`config.mk`:
```
export PLATFORM = sky130hd
export DESIGN_NAME = mux_bus_master
export DESIGN_NICKNAME = d
export VERILOG_FILES = /design/src/rtl/mbm_pkg.sv /design/src/rtl/mbm_delay.sv /design/src/rtl/mbm_ctrl.sv /design/src/rtl/mux_bus_master.sv
export SDC_FILE = /design/constraint.sdc
export NUM_CORES = 1
export LEC_CHECK = 0
export CAP_MARGIN = 20
export CORE_ASPECT_RATIO = 1.4
export CORE_UTILIZATION = 44
export CTS_CLUSTER_SIZE = 16
export DETAILED_ROUTE_END_ITERATION = 12
export HOLD_SLACK_MARGIN = 0.08
export PLACE_DENSITY = 0.75
export SYNTH_ARGS = -nofsm -noshare
export SYNTH_HDL_FRONTEND = slang
export SYNTH_SLANG_ARGS = --single-unit
```
`constraint.sdc`:
```
create_clock -name clk -period 2.1 [get_ports clk]
set_clock_uncertainty 0.15 [all_clocks]
set_input_delay 0.315 -clock clk [delete_from_list [all_inputs] [get_ports clk]]
set_output_delay 0.315 -clock clk [all_outputs]
set_load 0.005 [all_outputs]
```
`src/rtl/mbm_pkg.sv`:
```
package mbm_pkg;

    localparam int unsigned MBM_DW = 8;

    typedef enum logic [3:0] {
        ST_IDLE,
        ST_ADDR,
        ST_LATCH,
        ST_GAP,
        ST_STRB,
        ST_RISE,
        ST_FIN,
        ST_RLO,
        ST_RWT
    } mbm_state_e;

    typedef struct packed {
        mbm_state_e          st;
        logic                is_wr;
        logic [MBM_DW-1:0]   wdata;
        logic [MBM_DW-1:0]   dout;
        logic                oe;
        logic                cs_n;
        logic                rd_n;
        logic                wr_n;
        logic                crst_n;
        logic                done;
        logic [MBM_DW-1:0]   rdata;
    } mbm_regs_t;

endpackage

```
`src/rtl/mbm_delay.sv`:
```
module mbm_delay #(
    parameter int unsigned CNT_W = 4
) (
    input  logic             clk,
    input  logic             rst_n,
    input  logic             load,
    input  logic [CNT_W-1:0] load_val,
    output logic             zero
);
    logic [CNT_W-1:0] cnt_d, cnt_q;

    always_comb begin
        cnt_d = cnt_q;
        if (load) begin
            cnt_d = load_val;
        end else if (cnt_q != '0) begin
            cnt_d = cnt_q - 1'b1;
        end
    end

    always_ff @(posedge clk or negedge rst_n) begin
        if (!rst_n) cnt_q <= '0;
        else        cnt_q <= cnt_d;
    end

    assign zero = (cnt_q == '0);
endmodule

```
`src/rtl/mbm_ctrl.sv`:
```
module mbm_ctrl
    import mbm_pkg::*;
#(
    parameter int unsigned STROBE_CLKS   = 2,
    parameter int unsigned RST_LOW_CLKS  = 6,
    parameter int unsigned RST_WAIT_CLKS = 5,
    parameter int unsigned CNT_W         = 4
) (
    input  logic              clk,
    input  logic              rst_n,
    input  logic              req_valid,
    input  logic              req_write,
    input  logic [MBM_DW-1:0] req_addr,
    input  logic [MBM_DW-1:0] req_wdata,
    input  logic              rst_cmd,
    input  logic [MBM_DW-1:0] bus_din,
    input  logic              tmr_zero,
    output logic              tmr_load,
    output logic [CNT_W-1:0]  tmr_val,
    output mbm_regs_t         regs
);
    localparam logic [CNT_W-1:0] STRB_LD = CNT_W'(STROBE_CLKS - 1);
    localparam logic [CNT_W-1:0] RLO_LD  = CNT_W'(RST_LOW_CLKS - 1);
    localparam logic [CNT_W-1:0] RWT_LD  = CNT_W'(RST_WAIT_CLKS - 1);

    mbm_regs_t r_d, r_q;

    always_comb begin
        r_d      = r_q;
        r_d.done = 1'b0;
        tmr_load = 1'b0;
        tmr_val  = '0;
        unique case (r_q.st)
            ST_IDLE: begin
                if (rst_cmd) begin
                    r_d.st     = ST_RLO;
                    r_d.crst_n = 1'b0;
                    r_d.oe     = 1'b0;
                    tmr_load   = 1'b1;
                    tmr_val    = RLO_LD;
                end else if (req_valid) begin
                    r_d.st    = ST_ADDR;
                    r_d.is_wr = req_write;
                    r_d.wdata = req_wdata;
                    r_d.dout  = req_addr;
                    r_d.oe    = 1'b1;
                end
            end
            ST_ADDR: begin
                r_d.st   = ST_LATCH;
                r_d.cs_n = 1'b0;
            end
            ST_LATCH: begin
                r_d.st = ST_GAP;
                if (r_q.is_wr) begin
                    r_d.dout = r_q.wdata;
                    r_d.oe   = 1'b1;
                end else begin
                    r_d.oe   = 1'b0;
                end
            end
            ST_GAP: begin
                r_d.st   = ST_STRB;
                tmr_load = 1'b1;
                tmr_val  = STRB_LD;
                if (r_q.is_wr) r_d.wr_n = 1'b0;
                else           r_d.rd_n = 1'b0;
            end
            ST_STRB: begin
                if (tmr_zero) begin
                    r_d.st   = ST_RISE;
                    r_d.wr_n = 1'b1;
                    r_d.rd_n = 1'b1;
                    if (!r_q.is_wr) r_d.rdata = bus_din;
                end
            end
            ST_RISE: begin
                r_d.st   = ST_FIN;
                r_d.cs_n = 1'b1;
                r_d.oe   = 1'b0;
                r_d.done = 1'b1;
            end
            ST_FIN: begin
                r_d.st = ST_IDLE;
            end
            ST_RLO: begin
                if (tmr_zero) begin
                    r_d.st     = ST_RWT;
                    r_d.crst_n = 1'b1;
                    tmr_load   = 1'b1;
                    tmr_val    = RWT_LD;
                end
            end
            ST_RWT: begin
                if (tmr_zero) begin
                    r_d.st   = ST_FIN;
                    r_d.done = 1'b1;
                end
            end
            default: begin
                r_d.st = ST_IDLE;
            end
        endcase
    end

    always_ff @(posedge clk or negedge rst_n) begin
        if (!rst_n) begin
            r_q.st     <= ST_IDLE;
            r_q.is_wr  <= 1'b0;
            r_q.wdata  <= '0;
            r_q.dout   <= '0;
            r_q.oe     <= 1'b0;
            r_q.cs_n   <= 1'b1;
            r_q.rd_n   <= 1'b1;
            r_q.wr_n   <= 1'b1;
            r_q.crst_n <= 1'b1;
            r_q.done   <= 1'b0;
            r_q.rdata  <= '0;
        end else begin
            r_q <= r_d;
        end
    end

    assign regs = r_q;
endmodule

```
`src/rtl/mux_bus_master.sv`:
```
module mux_bus_master
    import mbm_pkg::*;
#(
    parameter int unsigned STROBE_CLKS   = 2,
    parameter int unsigned RST_LOW_CLKS  = 6,
    parameter int unsigned RST_WAIT_CLKS = 5
) (
    input  logic              clk,
    input  logic              rst_n,
    input  logic              req_valid,
    input  logic              req_write,
    input  logic [MBM_DW-1:0] req_addr,
    input  logic [MBM_DW-1:0] req_wdata,
    input  logic              rst_cmd,
    output logic              done,
    output logic [MBM_DW-1:0] rdata,
    output logic [MBM_DW-1:0] bus_dout,
    output logic              bus_oe,
    input  logic [MBM_DW-1:0] bus_din,
    output logic              cs_n,
    output logic              rd_n,
    output logic              wr_n,
    output logic              ctl_rst_n
);
    localparam int unsigned MAX_A = (STROBE_CLKS > RST_LOW_CLKS) ? STROBE_CLKS : RST_LOW_CLKS;
    localparam int unsigned MAX_C = (MAX_A > RST_WAIT_CLKS) ? MAX_A : RST_WAIT_CLKS;
    localparam int unsigned CNT_W = $clog2(MAX_C) + 1;

    generate
        if (STROBE_CLKS < 2) begin : g_bad_strobe
            $error("STROBE_CLKS must be at least 2");
        end
        if (RST_LOW_CLKS < 1 || RST_WAIT_CLKS < 1) begin : g_bad_rst
            $error("reset delays must be at least 1");
        end
    endgenerate

    logic             tmr_load;
    logic [CNT_W-1:0] tmr_val;
    logic             tmr_zero;
    mbm_regs_t        regs;

    mbm_delay #(.CNT_W(CNT_W)) u_delay (
        .clk      (clk),
        .rst_n    (rst_n),
        .load     (tmr_load),
        .load_val (tmr_val),
        .zero     (tmr_zero)
    );

    mbm_ctrl #(
        .STROBE_CLKS   (STROBE_CLKS),
        .RST_LOW_CLKS  (RST_LOW_CLKS),
        .RST_WAIT_CLKS (RST_WAIT_CLKS),
        .CNT_W         (CNT_W)
    ) u_ctrl (
        .clk       (clk),
        .rst_n     (rst_n),
        .req_valid (req_valid),
        .req_write (req_write),
        .req_addr  (req_addr),
        .req_wdata (req_wdata),
        .rst_cmd   (rst_cmd),
        .bus_din   (bus_din),
        .tmr_zero  (tmr_zero),
        .tmr_load  (tmr_load),
        .tmr_val   (tmr_val),
        .regs      (regs)
    );

    assign done      = regs.done;
    assign rdata     = regs.rdata;
    assign bus_dout  = regs.dout;
    assign bus_oe    = regs.oe;
    assign cs_n      = regs.cs_n;
    assign rd_n      = regs.rd_n;
    assign wr_n      = regs.wr_n;
    assign ctl_rst_n = regs.crst_n;
endmodule

```
==> summary.md <==
| Metric | Value |
|---|---|
| # Max-Cap Violations | `0` |
| Rows | `29` |
| Setup Buffers After CTS | `0` |
| Root Buffer | `clkbuf_8` |
| Hold Crit Class | `reg -> reg` |
| Netlist Area Pre-Place | `2090 sq um` |
| Clk slew on worst S/H paths | `0.07 ns` |
| Critical Path RT | `2.12 ns` |
| Post-DP HPWL | `2996 um` |
| DRC Markers | `0` |
| Area leader, netlist | `dfrtp_1` |
| Critical path capture point type | `flop` |
| Initial antenna violation count | `0` |
| Synthesized instance count | `197` |
| Final setup viols | `0` |
| Peak fanout along the critical path | `8` |
| Min-Delay Endpoint | `u_ctrl.regs[9]` |
| Slew Limit Fails | `0` |
| Distinct cells, synth | `42` |
| Fraction of final layout cells sized beyond drive strength 1 | `17.70%` |
| Setup Slack @ Placement | `0.05767 ns` |
| Gpl congestion | `0.8746` |
| Max VDD drop | `0.0006474 V` |
| Routed length per placed instance | `12.90 um` |
| DRT Pass-1 Iters | `4` |
| # nets final | `272` |
| Hold Crit Start | `u_ctrl.regs[9]` |
| CTS Sinks | `39` |
| Port Buffers | `50` |
| GRT Total Usage | `17.86%` |
| R2R Path Start | `u_delay.cnt_q[0]` |
| Tmin final | `2.011 ns` |
| Avg Cell Area, Syn | `10.61 sq um` |
| Global-route wire length before repair | `6844 um` |
| DR iter-0 viols | `39` |
| Syn nets | `227` |
| Share of the synthesized area in the top cell type | `41.92%` |
| H-tree levels | `2` |
| Final instance area | `2685 sq um` |
| Worst reg2reg endpoint | `u_ctrl.regs[4]` |
| Initial Util | `46.07%` |
| Worst-path cell chain | `inv_1 -> ha_4 -> nor3b_4 -> and3_4 -> nor2b_4 -> mux2_4` |
| Grt ovf | `0` |
| Worst skew pair latency | `0.28 ns` |
| Hold depth | `2` |
| Leakage | `1.140 nW` |
| Ant. Diodes | `0` |
| Seq/Total Area, Yosys | `46.95%` |
| Crit Path Category | `reg -> reg` |
| Pwr dens | `1281 nW/um^2` |
| Crit path largest cell delay | `0.41 ns` |
| Fmax | `497.3 MHz` |
| CTS tree | `built` |
| Hold Vio Cnt, Final | `0` |
| Core area | `4536 sq um` |
| Via count | `1540` |
| RSZ-0062 raised after global routing | `no` |
| Vias/cell | `5.049` |
| R2R Setup Slk | `0.09 ns` |
| Arr. time, crit path | `2.03 ns` |
| Worst reg-to-reg path cell count | `6` |
| Status | `finished, final reports clean` |
| Ys Warns | `0` |
| Die Wd | `60.24 um` |
| Chip Height | `83.54 um` |
| Tcrit/Tclk final | `95.76%` |
| Least-Margin Pin Slew | `0.4754 ns` |
| Largest net degree at the start of global routing | `21` |
| I/O pin total | `51` |
| Synthesis-to-layout area growth | `28.50%` |
| CTS Buf Count | `5` |
| Full die area | `5032 sq um` |
| Setup_tns | `0 ns` |
| Final WL | `3936 um` |
| FF+latch count, synth | `39` |
| Max stage delay cell, worst path | `dfrtp_1` |
| Slew HR | `68.31%` |
| Post-route setup slack | `0.08899 ns` |
| Ranking of synthesized cells by area | `dfrtp_1 (42%), buf_4 (6.1%), mux2_4 (5.7%)` |
| Worst Setup Start Kind | `flop` |
| DP Area | `2581 sq um` |
| Clk buf depth | `2` |
| Post-route ant nets | `0` |
| Vias in the first global route | `1513` |
==> worst max-delay path, delay by kind of cell, from the launching register on <==
family | cells | cell delay [ns]
flip-flops | 1 | 0.41
buffers and inverters | 1 | 0.12
adder cells (fa/ha/maj) | 1 | 0.16
multiplexers | 1 | 0.33
AND/OR/NAND/NOR | 3 | 0.73
==> cells in the final DEF, fill, tap and decap left out, drive strengths merged, types with 2 or more instances in the layout <==
master | synthesis | layout
nor3 | 2 | 2
mux2 | 18 | 18
o22a | 3 | 3
clkbuf | 2 | 7
nand3 | 4 | 4
a21oi | 13 | 13
or3 | 2 | 2
nor2b | 6 | 6
dfrtp | 35 | 35
clkdlybuf4s50 | 0 | 49
dfstp | 4 | 4
o21ai | 15 | 15
inv | 3 | 3
a32oi | 2 | 2
nor2 | 18 | 18
buf | 24 | 14
o211ai | 2 | 2
nand2 | 26 | 26
a2bb2oi | 3 | 3
==> layer usage <==
layer  track usage [%]  vias to the layer above  part of all wire (%)
met5                 0                        -                     0
met4             5.708                        0                   1.2
met3             4.496                        7                   4.7
met2             29.57                       47                    53
met1             22.06                      729                    41
li1                  -                      757                     -
==> sequential cells by signal, summed over array words and instances (netlist names) <==
| signal | count |
|---|---|
| u_delay.cnt_q | 4 |
| u_ctrl.regs | 35 |
==> through the flow <==
stage / hold WS (ns) / total power, mW / util (%) / std cells
3_3_place_gp: 0.1444 / 2.909 / 56.91 / 296
5_1_grt: 0.3368 / 3.717 / 59.20 / 305
2_1_floorplan: -0.1306 / 2.455 / - / 197
3_5_place_dp: 0.1448 / 2.953 / 56.91 / 296
6_report: 0.3174 / 3.439 / 59.20 / 305
4_1_cts: 0.3211 / 3.449 / 58.92 / 305
==> cell families (layout without fill, tap and decap cells) <==
kind of cell | after synthesis | in the layout | synth area share, %
AND/OR/NAND/NOR | 65 | 65 | 17.42
AO/OA/AOI/OAI | 43 | 43 | 13.29
flip-flops | 39 | 39 | 46.95
buffers and inverters | 29 | 75 | 9.700
multiplexers | 19 | 19 | 11.62
adder cells (fa/ha/maj) | 1 | 1 | 0.5987
XOR/XNOR | 1 | 1 | 0.4192
==> power by group <==
group          total (mW)  internal (mW)  switching, mW
clock network       0.481          0.233          0.248
registers            1.33           1.08          0.242
logic                1.63          0.940          0.693
==> synth_stat cells <==
| cell | count |
|---|---|
| a211oi_1 | 1 |
| a21oi_1 | 12 |
| a21oi_2 | 1 |
| a2bb2oi_1 | 3 |
| a31oi_1 | 1 |
| a32oi_1 | 1 |
| a32oi_2 | 1 |
| and2_1 | 1 |
| and3_4 | 1 |
| buf_12 | 1 |
| buf_2 | 5 |
| buf_4 | 17 |
| buf_6 | 1 |
| clkbuf_1 | 2 |
| dfrtp_1 | 35 |
| dfstp_2 | 4 |
| ha_1 | 1 |
| inv_1 | 3 |
| mux2_1 | 10 |
| mux2_4 | 8 |
| mux2i_1 | 1 |
| nand2_1 | 26 |
| nand3_1 | 3 |
| nand3_2 | 1 |
| nor2_1 | 18 |
| nor2b_1 | 4 |
| nor2b_4 | 2 |
| nor3_1 | 2 |
| nor3b_4 | 1 |
| nor4_4 | 1 |
| nor4b_4 | 1 |
| o211ai_1 | 2 |
| o21ai_0 | 2 |
| o21ai_1 | 13 |
| o22a_1 | 3 |
| o311ai_1 | 1 |
| o32a_1 | 1 |
| o32ai_1 | 1 |
| or2_4 | 1 |
| or3_1 | 2 |
| or3b_1 | 1 |
| xor2_1 | 1 |
==> repair_timing <==
action	CTS	global route
hold endpoints to repair	19	0
resized for setup	0	2
hold buffers	1	0
endpoints found under the setup margin	0	8
==> final cells by class <==
type | count | area (sq um)
timing repair buffer | 64 | 615.6
sequential | 39 | 980.9
fill | 417 | 1851
multi-input combinational | 129 | 918.4
inverter | 3 | 11.26
tap | 62 | 77.57
clock inverter | 1 | 5.005
clock buffer | 7 | 76.32
==> how the worst max path moves through the flow <==
stage	endpoint	from	slack, ns
3_5_place_dp	u_ctrl.regs[7]	u_delay.cnt_q[0]	0.06
4_1_cts	u_ctrl.regs[7]	u_delay.cnt_q[0]	0.04
5_1_grt	u_ctrl.regs[7]	u_delay.cnt_q[0]	0.02
3_3_place_gp	u_ctrl.regs[1]	u_delay.cnt_q[0]	0.13
6_report	u_ctrl.regs[4]	u_delay.cnt_q[0]	0.09
2_1_floorplan	u_ctrl.regs[0]	u_delay.cnt_q[0]	0.08
Power figures use the tool's default switching activity.
